--- src/rtl/pgmem_rd_seq.sv ---
module pgmem_rd_seq #(
  parameter int ADDR_W     = 16,
  parameter int NUM_CS     = 4,
  parameter int PAGE_BYTES = 8,
  parameter int CNT_W      = 8,
  localparam int CS_W      = (NUM_CS > 1) ? $clog2(NUM_CS) : 1,
  localparam int OFF_W     = $clog2(PAGE_BYTES),
  localparam int TAG_W     = CS_W + ADDR_W - OFF_W
) (
  input  logic              clk,
  input  logic              rst_n,
  input  logic              req,
  input  logic [CS_W-1:0]   req_cs,
  input  logic [ADDR_W-1:0] req_addr,
  input  logic [CNT_W-1:0]  long_cyc,
  input  logic [CNT_W-1:0]  short_cyc,
  output logic              ready,
  output logic [7:0]        rdata,
  output logic [ADDR_W-1:0] mem_addr,
  output logic [NUM_CS-1:0] mem_cs_n,
  output logic              mem_rd_n,
  input  logic [7:0]        mem_data
);

  typedef enum logic [1:0] {S_IDLE, S_RD, S_HOLD} st_t;

  st_t               st;
  logic [CNT_W-1:0]  cnt;
  logic [TAG_W-1:0]  tag_q;
  logic              tag_ok;
  logic [ADDR_W-1:0] addr_q;
  logic [CS_W-1:0]   cs_q;
  logic [7:0]        rdata_q;
  logic              ready_q;

  logic [TAG_W-1:0]  req_tag;
  logic              hit;
  logic [CNT_W-1:0]  want;
  logic [CNT_W-1:0]  load;

  assign req_tag = {req_cs, req_addr[ADDR_W-1:OFF_W]};
  assign hit     = tag_ok && (req_tag == tag_q);
  assign want    = hit ? short_cyc : long_cyc;
  assign load    = (want == '0) ? CNT_W'(1) : want;

  always_ff @(posedge clk or negedge rst_n) begin
    if (!rst_n) begin
      st      <= S_IDLE;
      cnt     <= '0;
      tag_q   <= '0;
      tag_ok  <= 1'b0;
      addr_q  <= '0;
      cs_q    <= '0;
      rdata_q <= '0;
      ready_q <= 1'b0;
    end else begin
      ready_q <= 1'b0;
      case (st)
        S_RD: begin
          if (cnt == CNT_W'(1)) begin
            rdata_q <= mem_data;
            ready_q <= 1'b1;
            st      <= S_HOLD;
          end else begin
            cnt <= cnt - CNT_W'(1);
          end
        end
        default: begin
          if (req) begin
            st     <= S_RD;
            cnt    <= load;
            tag_q  <= req_tag;
            tag_ok <= 1'b1;
            addr_q <= req_addr;
            cs_q   <= req_cs;
          end else begin
            st     <= S_IDLE;
            tag_ok <= 1'b0;
          end
        end
      endcase
    end
  end

  assign mem_rd_n = (st != S_RD);
  assign mem_cs_n = (st == S_IDLE) ? '1 : ~(NUM_CS'(1) << cs_q);
  assign mem_addr = addr_q;
  assign rdata    = rdata_q;
  assign ready    = ready_q;

  AST_CS_ONEHOT: assert property (@(posedge clk) disable iff (!rst_n)
    $onehot0(~mem_cs_n));
  AST_STROBE_HAS_CS: assert property (@(posedge clk) disable iff (!rst_n)
    !mem_rd_n |-> ($countones(~mem_cs_n) == 1));
  AST_READY_SINGLE: assert property (@(posedge clk) disable iff (!rst_n)
    ready |=> !ready);
  AST_READY_AFTER_STROBE: assert property (@(posedge clk) disable iff (!rst_n)
    $rose(ready) |-> (mem_rd_n && $past(!mem_rd_n)));
  AST_IDLE_RELEASES_CS: assert property (@(posedge clk) disable iff (!rst_n)
    (ready && !req) |=> (&mem_cs_n));
  AST_ADDR_STABLE: assert property (@(posedge clk) disable iff (!rst_n)
    (!mem_rd_n && $past(!mem_rd_n)) |-> $stable(mem_addr));

endmodule

--- config.mk ---
export PLATFORM = sky130hd
export DESIGN_NAME = pgmem_rd_seq
export DESIGN_NICKNAME = d
export VERILOG_FILES = /design/src/rtl/pgmem_rd_seq.sv
export SDC_FILE = /design/constraint.sdc
export NUM_CORES = 1
export LEC_CHECK = 0
export BUFFER_PORTS_ARGS = -buffer_cell sky130_fd_sc_hd__buf_2
export CAP_MARGIN = 10
export CELL_PAD_IN_SITES_DETAIL_PLACEMENT = 0
export CELL_PAD_IN_SITES_GLOBAL_PLACEMENT = 2
export CORE_UTILIZATION = 30
export DETAILED_ROUTE_END_ITERATION = 10
export GPL_TIMING_DRIVEN = 0
export PLACE_DENSITY_LB_ADDON = 0.1
export RECOVER_POWER = 100
export SLEW_MARGIN = 20
export SYNTH_ARGS = -nofsm -noshare
export SYNTH_HDL_FRONTEND = slang
export SYNTH_SLANG_ARGS = --single-unit
--- constraint.sdc ---
create_clock -name clk -period 3.15 [get_ports clk]
set_input_delay 0.1575 -clock clk [delete_from_list [all_inputs] [get_ports clk]]
set_output_delay 0.1575 -clock clk [all_outputs]
set_load 0.01 [all_outputs]
==> results.sh <==
export IMPL_status="finished with violations"
export IMPL_violations="max-capacitance violations, max-slew violations"
export IMPL_worstSetupPathType="register to register"
export IMPL_synth_cell_types=42
export IMPL_synth_edf_count=0
export IMPL_max_freq_ghz=0.4092
export IMPL_ys_seq_elements=38
export IMPL_cts_setup_buffers=0
export IMPL_slew_headroom=-0.4208
export IMPL_core_area_sq_mm=0.006096
export IMPL_ant_nets=0
export IMPL_io_pins=75
export IMPL_overflow=0
export IMPL_synth_top_area_share=0.4900
export IMPL_cts_buffers_inserted=5
export IMPL_use_met3=0.04505
export IMPL_grt_util_met1=0.2333
export IMPL_fill_cells=671
export IMPL_rsz0062_at_grt="no"
export IMPL_antenna_found_initial=0
export IMPL_grt_pass1_vias=1699
export IMPL_ctsResizeCount=0
export IMPL_final_layout_size_suffix_gt1_frac=0.1913
export IMPL_skew_ps=4.951
export IMPL_power_total_mw=1.922
export IMPL_peakVddDrop_uv=279.1
export IMPL_finalWirelength_microns=5099
export IMPL_top_usage_layer="met2"
export IMPL_dpl_hpwl_microns=3748
export IMPL_powerDensity_mw_per_mm2=788.3
export IMPL_cts_buffer_depth=2
export IMPL_grt_use_total=0.1647
export IMPL_cp_start_kind="register"
export IMPL_cp_top_family="simple AND/OR/NAND/NOR gates"
export IMPL_drt_first_iter_violations=103
export IMPL_cts_root_buf="clkbuf_8"
export IMPL_dr_pass1_iters=4
export IMPL_portBuffers=74
export IMPL_synth_nets=263
export IMPL_drc=0
export IMPL_vias_per_cell=4.684
export IMPL_synthArstFlopShare=1.000
export IMPL_min_path_type="input port to register"
export IMPL_cts_tree="done"
export IMPL_num_vias=1747
export IMPL_crit_path_max_incr_delay_ps=1090
export IMPL_cap_viol_max_count=1
export IMPL_worst_pin_slew_ps=2131
export IMPL_worstPathArrival_ps=2630
export IMPL_grt_use_met2=0.2413
export IMPL_fin_crit_ps=2444
export IMPL_synth_avg_cell_area_sq_um=8.984
export IMPL_areaGrowthSynthToFinish_pct=25.66
export IMPL_end_kind="register"
export IMPL_slew_violations=39
export IMPL_pre_cts_ws_ps=950.2
export IMPL_setup_slack_ps=706.4
export IMPL_cp_slowest_cell="nor4_2"
export IMPL_initial_utilization=0.3183
export IMPL_setup_viol=0
export IMPL_yosysTopAreaCell="dfrtp_1"
export IMPL_critPathBufInv=0
export IMPL_p_leak_nw=1.122
export IMPL_crit_path_max_fanout=9
export IMPL_cts_sinks=38
export IMPL_synth_flop_cell="dfrtp_1"
export IMPL_synth_cells=216
export IMPL_post_route_period_util=0.7758
export IMPL_fin_nets=344
export IMPL_cts_max_level=2
export IMPL_syn_area_sq_mm=0.001941
export IMPL_grt_pass1_wl_microns=8217
export IMPL_avgRoutedWirePerCell_microns=13.67
export IMPL_tns_ps=0
export IMPL_hold_viol=0
export IMPL_rows=28
export IMPL_required_ps=3330
export IMPL_ctsHoldBuffers=0
export IMPL_insertion_delay_ps=290
export IMPL_yosysWarnings=0
export IMPL_cp_cell_sequence="xnor2_1 -> nand4_1 -> nor4_2 -> mux2i_1 -> o311ai_0"
export IMPL_ys_top_cells_by_area="dfrtp_1 49%, nand2_1 16%, xnor2_1 6.8%"
export IMPL_ys_seq_area_frac=0.4900
export IMPL_place_congestion=0.7786
export IMPL_design_die_area_sq_mm=0.006795
export IMPL_grt_max_degree=39
export IMPL_n_antenna_cell=0
export IMPL_die_h_microns=82.43
export IMPL_die_w_microns=82.43
export IMPL_clk_pin_slew_ps=80
cells in the final DEF, fill, tap and decap left out, types with 6 or more instances in the layout:
| cell type | count |
|---|---|
| mux2i_1 | 7 |
| xnor2_1 | 15 |
| inv_1 | 6 |
| nor3_1 | 6 |
| dfrtp_1 | 38 |
| nand2_1 | 85 |
| clkbuf_1 | 38 |
| clkbuf_8 | 6 |
| buf_2 | 43 |
final cells by class:
| class | instances | area [sq um] | area share |
|---|---|---|---|
| Sequential cell | 38 | 950.9 | 0.3899 |
| Multi-Input combinational cell | 164 | 914.6 | 0.3751 |
| Timing Repair Buffer | 74 | 331.6 | 0.1360 |
| Tap cell | 75 | 93.84 | 0.03848 |
| Clock buffer | 6 | 82.58 | 0.03386 |
| Buffer | 7 | 26.28 | 0.01077 |
| Inverter | 7 | 26.28 | 0.01077 |
| Clock inverter | 2 | 12.51 | 0.005131 |
state kept, by name (all words and copies together) (netlist names):
signal	cells
tag_q	15
cnt	8
rdata	8
mem_addr	3
st	2
ready	1
tag_ok	1
cells by family after synthesis:
| logic type | count (synthesis) | share of synthesized area |
|---|---|---|
| AND/OR/NAND/NOR | 117 | 0.2740 |
| flip-flops | 38 | 0.4900 |
| AO/OA/AOI/OAI | 22 | 0.08705 |
| XOR/XNOR | 16 | 0.07221 |
| buffers and inverters | 14 | 0.02772 |
| multiplexers | 7 | 0.03611 |
| adder cells (fa/ha/maj) | 2 | 0.01289 |
final timing paths:
kind | to | slack [ps] | depth (start not counted) | start
min in group asynchronous | rdata[3] | 480 | 1 | rst_n
hold / removal | rdata[6] | 50 | 3 | mem_data[6]
hold reg to reg | rdata[6] | 480 | 2 | rdata[6]
setup / recovery | cnt[5] | 710 | 5 | tag_q[9]
max in group asynchronous | tag_q[6] | 1460 | 1 | rst_n
setup reg to reg | cnt[5] | 710 | 5 | tag_q[9]
per-stage QoR:
step                      hold WS, ps  cell area [sq um]  cells  utilization
after floorplan                -138.1               1941    216            -
after global placement          345.7               2405    365       0.3945
after detailed placement        337.0               2405    365       0.3945
after CTS                       18.50               2500    373       0.4101
after global routing            60.95               2439    373       0.4000
final                           47.62               2439    373       0.4000
routing by layer:
metal | wire, microns | part of all wire
met5 | 0 | 0
met4 | 58 | 0.011
met3 | 306 | 0.060
met2 | 2191 | 0.43
met1 | 2543 | 0.50
tightest hold or removal path, cell delays in order:
cell,delay (ps)
buf_2,70
nand2_1,40
nand2_1,50
report_power, final:
group          internal [mW]  switching [mW]  leakage, nW
Combinational          0.318           0.374        0.634
Clock                  0.176           0.183       0.0472
Sequential             0.682           0.189        0.441
Total                   1.18           0.746         1.12
synth_stat cells (all sizes together) (3+ instances only):
master	count
nor2	3
inv	6
nor4	3
xnor2	15
clkbuf	6
or3	5
nand4	5
nor3	6
o21ai	5
dfrtp	38
a21oi	4
nand2	85
mux2i	7
o211ai	3
Note: power is estimated with default switching activity, not from simulation.
